$ cat src/rtl/wpg_pkg.sv
package wpg_pkg;
  localparam logic [7:0] OP_WREN = 8'h06;
  localparam logic [7:0] OP_WRDI = 8'h04;
  localparam logic [7:0] OP_WRSR = 8'h01;
  localparam logic [7:0] OP_PP   = 8'h02;
  localparam logic [7:0] OP_SE   = 8'h20;
  localparam logic [7:0] OP_BE   = 8'hD8;
  localparam logic [7:0] OP_CE   = 8'hC7;
  localparam logic [7:0] OP_DPD  = 8'hB9;
  localparam logic [7:0] OP_RDP  = 8'hAB;

  localparam int SR_W     = 5;
  localparam int SR_LOCK  = 4;

  typedef struct packed {
    logic accept;
    logic set_wel;
    logic clr_wel;
    logic wr_sr;
    logic start_op;
    logic enter_dpd;
    logic leave_dpd;
  } verdict_t;

  function automatic logic is_modifying(input logic [7:0] op);
    return (op == OP_WRSR) || (op == OP_PP) || (op == OP_SE) ||
           (op == OP_BE) || (op == OP_CE);
  endfunction
endpackage

$ cat src/rtl/wpg_pwrup.sv
module wpg_pwrup #(
  parameter int PUW_CYC = 1000
) (
  input  logic clk,
  input  logic rst_n,
  input  logic pwr_ok,
  output logic ready
);
  localparam int CW = $clog2(PUW_CYC + 1);
  localparam logic [CW-1:0] LIMIT = CW'(PUW_CYC);

  logic [CW-1:0] cnt_q;

  always_ff @(posedge clk or negedge rst_n) begin
    if (!rst_n) begin
      cnt_q <= '0;
    end else if (!pwr_ok) begin
      cnt_q <= '0;
    end else if (cnt_q != LIMIT) begin
      cnt_q <= cnt_q + 1'b1;
    end
  end

  assign ready = (cnt_q == LIMIT);
endmodule

$ cat src/rtl/wpg_range.sv
module wpg_range #(
  parameter int AW     = 25,
  parameter int BLK_AW = 16
) (
  input  logic [3:0]    bp,
  output logic          any,
  output logic [AW-1:0] lo_addr,
  output logic [AW-1:0] hi_addr
);
  localparam int BW = AW - BLK_AW;

  logic [2:0]    code;
  logic          bottom;
  logic [BW:0]   cnt;
  logic [BW:0]   nblk;
  logic [BW-1:0] lo_blk;
  logic [BW-1:0] hi_blk;

  assign code   = bp[2:0];
  assign bottom = bp[3];
  assign nblk   = {1'b1, {BW{1'b0}}};

  always_comb begin
    cnt    = '0;
    lo_blk = '0;
    hi_blk = '0;
    any    = 1'b0;
    if (code == 3'd7) begin
      any    = 1'b1;
      lo_blk = '0;
      hi_blk = '1;
    end else if (code != 3'd0) begin
      any = 1'b1;
      cnt = {{BW{1'b0}}, 1'b1} << (code - 3'd1);
      if (bottom) begin
        lo_blk = '0;
        hi_blk = BW'(cnt - 1'b1);
      end else begin
        lo_blk = BW'(nblk - cnt);
        hi_blk = '1;
      end
    end
  end

  assign lo_addr = {lo_blk, {BLK_AW{1'b0}}};
  assign hi_addr = {hi_blk, {BLK_AW{1'b1}}};
endmodule

$ cat src/rtl/wpg_policy.sv
module wpg_policy
  import wpg_pkg::*;
#(
  parameter int AW = 25,
  parameter int EW = 16
) (
  input  logic [7:0]    op,
  input  logic [AW-1:0] addr,
  input  logic [EW-1:0] edges,
  input  logic          wel,
  input  logic          srp,
  input  logic          wp_n,
  input  logic          dpd,
  input  logic          pu_ready,
  input  logic          prot_any,
  input  logic [AW-1:0] prot_lo,
  input  logic [AW-1:0] prot_hi,
  output verdict_t      v
);
  logic aligned;
  logic gate;
  logic in_prot;
  logic sr_locked;

  assign aligned   = ((edges & EW'(7)) == '0);
  assign gate      = wel && aligned && pu_ready;
  assign in_prot   = prot_any && (addr >= prot_lo) && (addr <= prot_hi);
  assign sr_locked = !wp_n && srp;

  always_comb begin
    v = '0;
    if (dpd) begin
      if (op == OP_RDP) begin
        v.accept    = 1'b1;
        v.leave_dpd = 1'b1;
      end
    end else begin
      case (op)
        OP_WREN: begin
          v.accept  = 1'b1;
          v.set_wel = 1'b1;
        end
        OP_WRDI: begin
          v.accept  = 1'b1;
          v.clr_wel = 1'b1;
        end
        OP_DPD: begin
          v.accept    = 1'b1;
          v.enter_dpd = 1'b1;
        end
        OP_RDP: v.accept = 1'b1;
        OP_WRSR: begin
          if (gate && !sr_locked) begin
            v.accept  = 1'b1;
            v.wr_sr   = 1'b1;
            v.clr_wel = 1'b1;
          end
        end
        OP_PP, OP_SE, OP_BE: begin
          if (gate && !in_prot) begin
            v.accept   = 1'b1;
            v.start_op = 1'b1;
          end
        end
        OP_CE: begin
          if (gate && !prot_any) begin
            v.accept   = 1'b1;
            v.start_op = 1'b1;
          end
        end
        default: v = '0;
      endcase
    end
  end
endmodule

$ cat src/rtl/flash_wp_guard.sv
module flash_wp_guard
  import wpg_pkg::*;
#(
  parameter int AW      = 25,
  parameter int BLK_AW  = 16,
  parameter int EW      = 16,
  parameter int PUW_CYC = 1000
) (
  input  logic              clk,
  input  logic              rst_n,
  input  logic              pwr_ok,
  input  logic              wp_n,
  input  logic              cmd_valid,
  output logic              cmd_ready,
  input  logic [7:0]        cmd_op,
  input  logic [AW-1:0]     cmd_addr,
  input  logic [EW-1:0]     cmd_edges,
  input  logic [SR_W-1:0]   cmd_sr,
  output logic              verdict_valid,
  output logic              verdict_accept,
  input  logic              op_done,
  output logic              busy,
  output logic              wel,
  output logic              srp,
  output logic [3:0]        bp,
  output logic              dpd,
  output logic              pwr_ready,
  output logic              prot_any,
  output logic [AW-1:0]     prot_lo,
  output logic [AW-1:0]     prot_hi
);
  verdict_t v;
  logic     hs;

  wpg_pwrup #(.PUW_CYC(PUW_CYC)) u_pwrup (
    .clk   (clk),
    .rst_n (rst_n),
    .pwr_ok(pwr_ok),
    .ready (pwr_ready)
  );

  wpg_range #(.AW(AW), .BLK_AW(BLK_AW)) u_range (
    .bp     (bp),
    .any    (prot_any),
    .lo_addr(prot_lo),
    .hi_addr(prot_hi)
  );

  wpg_policy #(.AW(AW), .EW(EW)) u_policy (
    .op      (cmd_op),
    .addr    (cmd_addr),
    .edges   (cmd_edges),
    .wel     (wel),
    .srp     (srp),
    .wp_n    (wp_n),
    .dpd     (dpd),
    .pu_ready(pwr_ready),
    .prot_any(prot_any),
    .prot_lo (prot_lo),
    .prot_hi (prot_hi),
    .v       (v)
  );

  assign cmd_ready = !busy;
  assign hs        = cmd_valid && cmd_ready;

  always_ff @(posedge clk or negedge rst_n) begin
    if (!rst_n) begin
      verdict_valid  <= 1'b0;
      verdict_accept <= 1'b0;
      busy           <= 1'b0;
      wel            <= 1'b0;
      srp            <= 1'b0;
      bp             <= '0;
      dpd            <= 1'b0;
    end else begin
      verdict_valid <= hs;
      if (hs) begin
        verdict_accept <= v.accept;
      end
      if (busy && op_done) begin
        busy <= 1'b0;
        wel  <= 1'b0;
      end else if (hs) begin
        if (v.set_wel) wel <= 1'b1;
        if (v.clr_wel) wel <= 1'b0;
        if (v.start_op) busy <= 1'b1;
        if (v.wr_sr) begin
          srp <= cmd_sr[SR_LOCK];
          bp  <= cmd_sr[3:0];
        end
        if (v.enter_dpd) dpd <= 1'b1;
        if (v.leave_dpd) dpd <= 1'b0;
      end
    end
  end
endmodule

$ cat config.mk
export PLATFORM = sky130hd
export DESIGN_NAME = flash_wp_guard
export DESIGN_NICKNAME = d
export VERILOG_FILES = /design/src/rtl/wpg_pkg.sv /design/src/rtl/wpg_pwrup.sv /design/src/rtl/wpg_range.sv /design/src/rtl/wpg_policy.sv /design/src/rtl/flash_wp_guard.sv
export SDC_FILE = /design/constraint.sdc
export NUM_CORES = 1
export LEC_CHECK = 0
export BUFFER_PORTS_ARGS = -buffer_cell sky130_fd_sc_hd__buf_4
export CAP_MARGIN = 20
export CORE_MARGIN = 2
export CORE_UTILIZATION = 30
export DETAILED_ROUTE_END_ITERATION = 16
export RECOVER_POWER = 50
export SLEW_MARGIN = 20
export SYNTH_ARGS = -nofsm -noshare
export SYNTH_HDL_FRONTEND = slang
export SYNTH_SLANG_ARGS = --single-unit
export TNS_END_PERCENT = 1
$ cat constraint.sdc
create_clock -name clk -period 6.63 [get_ports clk]
set_input_delay 0.663 -clock clk [delete_from_list [all_inputs] [get_ports clk]]
set_output_delay 0.663 -clock clk [all_outputs]
set_load 0.1 [all_outputs]
==> results of run 1 <==
[worst paths after layout]
check                           startpoint               end  depth (start not counted)
worst max-delay path                 bp[1]    verdict_accept                         13
worst min-delay path                  busy               wel                          1
worst max register to register       bp[1]    verdict_accept                         13
worst min register to register        busy               wel                          1
max in group asynchronous            rst_n               srp                          1
min in group asynchronous            rst_n  u_pwrup.cnt_q[9]                          1
[cell usage after synthesis (2+ instances only)]
master | instances | area, sq um
a21o_1 | 2 | 15.0
nor3_1 | 5 | 25.0
nand4b_1 | 3 | 26.3
clkbuf_1 | 7 | 26.3
xnor2_1 | 7 | 61.3
a31oi_1 | 4 | 25.0
nand4_1 | 11 | 68.8
a21oi_1 | 12 | 60.1
nor4_1 | 3 | 18.8
or3_1 | 5 | 31.3
a21boi_0 | 3 | 22.5
nor4b_1 | 3 | 26.3
and3_1 | 3 | 18.8
nor2b_1 | 2 | 12.5
and2_1 | 6 | 37.5
conb_1 | 2 | 7.51
a211oi_1 | 2 | 15.0
a211o_1 | 6 | 52.6
buf_4 | 32 | 240
or2_2 | 2 | 12.5
inv_1 | 31 | 116
a31o_2 | 2 | 17.5
nand2b_1 | 3 | 18.8
nor4bb_1 | 2 | 20.0
ha_1 | 25 | 313
o31ai_1 | 3 | 22.5
nor2_1 | 30 | 113
o21ai_0 | 13 | 65.1
nand3_1 | 18 | 90.1
mux2_2 | 5 | 56.3
dfrtp_1 | 20 | 500
nand2_1 | 23 | 86.3
[placed cells by master, fill, tap and decap left out, types with 2 or more instances in the layout]
master | synthesis | routed
nand2b_1 | 3 | 3
nor2b_1 | 2 | 2
xnor2_1 | 7 | 7
nor3_1 | 5 | 5
nand4b_1 | 3 | 3
conb_1 | 2 | 32
or2_2 | 2 | 2
a21boi_0 | 3 | 3
mux2_2 | 5 | 5
nor4_1 | 3 | 4
and2_0 | 0 | 5
dfrtp_1 | 20 | 20
and3_1 | 3 | 3
clkbuf_1 | 7 | 7
ha_1 | 25 | 25
a211oi_1 | 2 | 2
o31ai_1 | 3 | 3
o21ai_0 | 13 | 13
nor2_1 | 30 | 30
nor4b_1 | 3 | 3
nor4bb_1 | 2 | 2
inv_1 | 31 | 31
a31oi_1 | 4 | 4
buf_4 | 32 | 69
a21o_1 | 2 | 2
nand2_1 | 23 | 23
a21oi_1 | 12 | 12
clkbuf_8 | 0 | 4
a31o_2 | 2 | 2
nand3_1 | 18 | 18
a211o_1 | 6 | 6
nand4_1 | 11 | 11
or3_1 | 5 | 5
[final cells by class]
cell class | count | area (sq um)
flip-flops and latches | 20 | 500
repair buffers | 77 | 552
multi-input cells | 257 | 1650
inverters | 32 | 120
clock buffers | 4 | 55.1
well taps | 102 | 128
fillers | 841 | 4800
[through the flow]
stage | setup slack, ps | instance area (sq um) | instances | hold WS, ps | utilization (%)
after floorplan | 2000 | 2560 | 349 | 367 | -
after global placement | 2680 | 3000 | 488 | 498 | 38.4
after detailed placement | 2610 | 3000 | 488 | 497 | 38.4
after CTS | 2600 | 3050 | 492 | 280 | 39.1
after global routing | 2150 | 3010 | 492 | 535 | 38.5
final | 2620 | 3010 | 492 | 511 | 38.5
[cells by family after synthesis]
kind of cell / share of synthesized area [%]
and+or+nand+nor: 28.7
AOI/OAI and AO/OA: 15.8
other: 0.307
muxes: 2.71
DFF: 20.4
adders and majority gates: 13.2
buffers and inverters: 16.0
xor gates and xnor gates: 2.86
[sequential cells by signal, indices dropped and copies added, names as in the netlist]
signal          count
bp                  4
verdict_accept      1
dpd                 1
busy                1
srp                 1
wel                 1
u_pwrup.cnt_q      10
verdict_valid       1
[per-layer routing]
metal | global-route usage (%) | routed length, um | up-vias
met1 | 19.7 | 2940 | 1101
met4 | 2.90 | 38 | 0
li1 | - | - | 1204
met2 | 24.3 | 3040 | 81
met3 | 0.958 | 361 | 4
met5 | 0 | 0 | -
[power by group through the flow]
| stage | logic [mW] | registers [mW] | clock network, mW |
|---|---|---|---|
| floorplan | 0.113 | 0.132 | 0 |
| global placement | 0.136 | 0.128 | 0 |
| detailed placement | 0.137 | 0.129 | 0 |
| CTS | 0.137 | 0.126 | 0.0935 |
| global route | 0.145 | 0.127 | 0.0986 |
| finish | 0.136 | 0.126 | 0.0913 |
[critical path: stages, from the launching register on]
cell,delay (ps)
dfrtp_1,750
clkinv_1,380
ha_1,430
nor3b_1,160
a211o_1,310
nand2_1,60
nand2_1,90
ha_1,290
nand4_1,130
nor2_1,90
a211o_1,290
o311ai_0,320
o21ai_0,230
o31a_2,370
==> summary.md, run 1 <==
| Metric | Value |
|---|---|
| Status | `completed` |
| P_leak | `1.52 nW` |
| Final Critical Period | `between 4000 and 5000 ps` |
| Syn_area_per_cell | `7.68 sq um` |
| Net Switching | `roughly 0.15 mW` |
| Setup violators final | `0` |
| DRT Wirelength | `~6400 um` |
| Synth-to-Final Area Change | `22.9%` |
| Top FF cell, synth | `dfrtp_1` |
| Mapped Cells | `around 320` |
| Final GP Congestion | `~0.83` |
| Power Dens Cells | `118 nW/um^2` |
| RSZ-0062 raised after global routing | `false` |
| Worst-path fanout max | `20` |
| Latest clock arrival within the worst-skew pair | `250 ps` |
| Switch share | `41.9%` |
| Via Count | `between 2000 and 2500` |
| Horiz. Die Dim | `94.3 um` |
| Number of flops mapped to enable cells by yosys | `0` |
| WL/cell | `~13 um` |
| Async SR Flop Fraction | `100%` |
| CTS Buf Count | `3` |
| Nets | `around 480` |
| Synthesized area | `between 2000 and 2500 sq um` |
| Register clock-pin slew on the reported worst setup and hold paths | `70 ps` |
| Worst R2R Setup Slack | `2620 ps` |
| # DRC | `0` |
| IO Pins | `between 100 and 150` |
| Hpwl dp | `5230 um` |
| Setup Crit Path Kind | `reg2reg` |
| DRT Pass-1 Iters | `4` |
| GR Overflow Total | `0` |
| Sequential power share | `between 30% and 40%` |
| # resized after CTS | `0` |
| Full die area | `between 8000 and 9000 sq um` |
| I/O Buffers | `77` |
| # diodes | `0` |
| Max clock buf depth | `2` |
| Slew @ Worst Pin | `roughly 1200 ps` |
| Die height | `~94 um` |
| Starting Density | `between 30% and 40%` |
| Seq/Total Area, Yosys | `20.4%` |
| Core area | `about 7800 sq um` |
| Setup TNS | `0 ps` |
| Peak supply drop | `around 78 uV` |
| Int Power | `between 0.2 and 0.25 mW` |
| Post-CTS Setup Bufs | `0` |
| Via-to-Cell Ratio | `4.86` |
| First-pass GRT wire length | `about 10000 um` |
| Synth Warn # | `0` |
| Post-synthesis cell type count | `56` |
| Clock Sinks | `20` |
| Initial antenna violation count | `0` |
| Share of cells above drive strength 1 | `a little under a quarter` |
| Clk_skew | `between 2 and 3 ps` |
| Register bit count reported by yosys | `20` |
| Data required, critical path | `about 6800 ps` |
| Slew Limit Fails | `0` |
| CP Data Arrival Time | `4150 ps` |
| Total power | `roughly 0.35 mW` |
| Vias in the first global route | `approximately 2200` |
| 1st-iter DRT viols | `just over 100` |
| Final hold viol count | `0` |
| Clock power frac | `about 26%` |
| Crit. End Element | `flop` |
| Max Clock Freq | `approximately 0.25 GHz` |
| Slew Limit Headroom | `22.1%` |
| Routed Antenna Nets | `0` |
| CTS tree | `done` |
| Hold-fix buffers, CTS | `0` |
| Critical Path Source Type | `flop` |
| HP Class | `reg2reg` |
| # H-tree levels | `1` |
| Largest net degree at the start of global routing | `27` |
| Root Buffer Master | `clkbuf_8` |
| Period utilization | `60.5%` |
| Gr usage total | `14.2%` |
| Max-cap violations | `0` |
| Logic pwr share | `about two fifths` |
| Rows | `32` |
Power figures use the tool's default switching activity.
==> run 2, diff against run 1 <==
==> constraint.sdc (replaced) <==
create_clock -name clk -period 3.64 [get_ports clk]
set_input_delay 0.364 -clock clk [delete_from_list [all_inputs] [get_ports clk]]
set_output_delay 0.364 -clock clk [all_outputs]
set_load 0.1 [all_outputs]
==> run 2 against run 1 <==
  * Sequential share of layout area decreased by 0.16 points
  * Clock skew is 2.3 ps higher
  * Utilization grew 1.3 points
  * First-iteration DRC count down 21%
  * Clock power rose by 140%
==> summary.md, run 2 (synthesis gave the netlist of run 1 again) <==
| Metric | Value |
|---|---|
| Status | `completed (unchanged)` |
| Max clock buf depth | `2 (unchanged)` |
| Register clock-pin slew on the reported worst setup and hold paths | `80 ps (was 70 ps)` |
| End of the critical path | `busy (was verdict_accept)` |
| # DRC | `0 (unchanged)` |
| Slew Limit Headroom | `21.2% (was 22.1%)` |
| 1st-iter DRT viols | `80 (was 101)` |
| Worst path max stage delay | `530 ps (was 750 ps)` |
| Post-Route Utilization | `39.8% (was 38.5%)` |
| Gr busiest metal | `met2 (unchanged)` |
| Post-CTS Setup Bufs | `0 (unchanged)` |
| Final GP Congestion | `0.821 (was 0.831)` |
| Core area | `7810 sq um (unchanged)` |
| Max Clock Freq | `0.302 GHz (was 0.249 GHz)` |
| Data required, critical path | `3780 ps (was 6770 ps)` |
| Horiz. Die Dim | `94.3 um (unchanged)` |
| CP Depth | `14 (was 13)` |
| Slew @ Worst Pin | `1190 ps (was 1170 ps)` |
| Clock Sinks | `20 (unchanged)` |
| Starting Density | `31.4% (unchanged)` |
| # H-tree levels | `1 (unchanged)` |
| First-pass GRT wire length | `10600 um (was 10400 um)` |
| Largest net degree at the start of global routing | `21 (was 27)` |
| CTS tree | `done (unchanged)` |
| Bufs and invs on worst path | `1 (unchanged)` |
| Multi-input gate area | `1680 sq um (was 1650 sq um)` |
| CP Data Arrival Time | `3450 ps (was 4150 ps)` |
| Gr usage total | `14.6% (was 14.2%)` |
| Most frequent cells in the layout | `buf_4, conb_1, inv_1 (unchanged)` |
| Final Critical Period | `3310 ps (was 4010 ps)` |
| Net Switching | `0.276 mW (was 0.148 mW)` |
| Global routing usage on met3 | `1.92% (was 0.958%)` |
| Clock power frac | `31.6% (was 25.8%)` |
| CP delay by family, top | `simple AND/OR/NAND/NOR gates (was compound AO/OA/AOI/OAI gates)` |
| CP max stage cell | `dfrtp_4 (was dfrtp_1)` |
| Setup violators final | `0 (unchanged)` |
| FF-to-FF Start | `bp[2] (was bp[1])` |
| RSZ-0062 raised after global routing | `false (unchanged)` |
| DRT Wirelength | `6530 um (was 6380 um)` |
| Peak supply drop | `162 uV (was 77.6 uV)` |
| Full die area | `8900 sq um (unchanged)` |
| Slew Limit Fails | `0 (unchanged)` |
| R2R depth | `14 (was 13)` |
| CTS Buf Count | `3 (unchanged)` |
| # fillers | `848 (was 841)` |
| Power Dens Cells | `226 nW/um^2 (was 118 nW/um^2)` |
| HP Class | `in2reg (was reg2reg)` |
| Period utilization | `90.9% (was 60.5%)` |
| Worst-path fanout max | `10 (was 20)` |
| Reg with most FFs | `u_pwrup.cnt_q (unchanged)` |
| Hpwl dp | `5450 um (was 5230 um)` |
| Crit. End Element | `flop (unchanged)` |
| Worst reg2reg path endpoint | `busy (was verdict_accept)` |
| Clk_skew | `5.06 ps (was 2.79 ps)` |
| Synth-to-Final Area Change | `26.9% (was 22.9%)` |
| Nets | `483 (was 476)` |
| P_leak | `1.55 nW (was 1.52 nW)` |
| Rows | `32 (unchanged)` |
| Root Buffer Master | `clkbuf_8 (unchanged)` |
| GR Overflow Total | `0 (unchanged)` |
| Int Power | `0.425 mW (was 0.206 mW)` |
| Critical Path Source Type | `flop (unchanged)` |
| PnR worst setup slack | `331 ps (was 2620 ps)` |
| Via Count | `2407 (was 2390)` |
| Vias in the first global route | `2282 (was 2175)` |
| Share of cells above drive strength 1 | `24.9% (was 23.1%)` |
| Biggest regs | `u_pwrup.cnt_q (10), bp (4) (unchanged)` |
| Logic pwr share | `35.6% (was 38.5%)` |
| Register area | `512 sq um (was 500 sq um)` |
| Routed Antenna Nets | `0 (unchanged)` |
| Commonest non-fill, non-tap cell in the layout | `buf_4 (unchanged)` |
| Sequential power share | `32.8% (was 35.7%)` |
| Switch share | `39.3% (was 41.9%)` |
| Final hold viol count | `0 (unchanged)` |
| WL/cell | `13.1 um (was 13.0 um)` |
| Worst R2R Setup Slack | `330 ps (was 2620 ps)` |
| Initial antenna violation count | `0 (unchanged)` |
| Die height | `94.3 um (unchanged)` |
| IO Pins | `123 (unchanged)` |
| GR Util met2 | `25.9% (was 24.3%)` |
| # diodes | `0 (unchanged)` |
| CP Cell Sequence | `nor2_1, nand2_1, ha_1, inv_1, maj3_1, nor2_1, or3_1, ha_1, nand4_1, nor3_2, nand4_1, and4_4, and2_4, a211o_1 (was clkinv_1, ha_1, nor3b_1, a211o_1, nand2_1, nand2_1, ha_1, nand4_1, nor2_1, a211o_1, o311ai_0, o21ai_0, o31a_2)` |
| Dpl ws | `257 ps (was 2610 ps)` |
| Max FFs per register | `10 (unchanged)` |
| Met1 global-route usage | `19.0% (was 19.7%)` |
| Max-cap violations | `0 (unchanged)` |
| DRT Pass-1 Iters | `4 (unchanged)` |
| Setup TNS | `0 ps (unchanged)` |
| Via-to-Cell Ratio | `4.82 (was 4.86)` |
| Worst setup path start | `bp[2] (was bp[1])` |
| I/O Buffers | `77 (unchanged)` |
| Setup Crit Path Kind | `reg2reg (unchanged)` |
| Latest clock arrival within the worst-skew pair | `260 ps (was 250 ps)` |
-- run 2: cell count changes in the layout (fill, tap and decap cells not counted), sizes merged --
| cell | delta |
|---|---|
| buf | +5 |
| bufinv | +1 |
| dlygate4sd3 | +1 |
-- run 2: metrics by stage --
step,hold WS (ps),power (mW),cells,area (sq um)
5_1_grt,311,0.732,499,3110
6_report,303,0.701,499,3110
4_1_cts,302,0.709,499,3140
3_3_place_gp,258,0.482,494,3060
2_1_floorplan,68.4,0.446,349,2590
3_5_place_dp,261,0.485,494,3060
-- run 2: worst min-delay path by stage --
stage,startpoint,to,slack (ps),cells after the start
global placement,rst_n,u_pwrup.cnt_q[3],260,1
finish,op_done,wel,300,2
floorplan,rst_n,bp[3],70,0
detailed placement,rst_n,u_pwrup.cnt_q[4],260,1
global route,op_done,wel,310,2
CTS,op_done,wel,300,2
-- run 2: power groups by stage --
stage	Combinational [mW]	Sequential, mW	Clock (mW)
2_1_floorplan	0.205	0.240	0
4_1_cts	0.251	0.230	0.228
6_report	0.250	0.230	0.222
3_5_place_dp	0.250	0.234	0
5_1_grt	0.266	0.230	0.236
3_3_place_gp	0.248	0.234	0
-- run 2: area by class of cell --
cell class | instances | share of cell area (%)
clock buffers | 3 | 1.33
clock inverters | 1 | 0.967
inverters | 32 | 3.87
multi-input cells | 257 | 54.0
flip-flops and latches | 20 | 16.5
well taps | 102 | 4.11
repair buffers | 84 | 19.3
-- run 2: timing repair --
item / in CTS / in global routing
endpoints found under the setup margin: 0 / 2
resized for setup: 0 / 2
hold endpoints to repair: 20 / 0
hold buffers: 1 / 0
-- run 2: layer usage --
| layer | vias up | wire length, um | part of all wire, % |
|---|---|---|---|
| met1 | 1108 | 2880 | 44 |
| met4 | 0 | 43 | 0.66 |
| met2 | 75 | 3220 | 49 |
| met3 | 4 | 377 | 5.8 |
| met5 | - | 0 | 0 |
| li1 | 1220 | - | - |
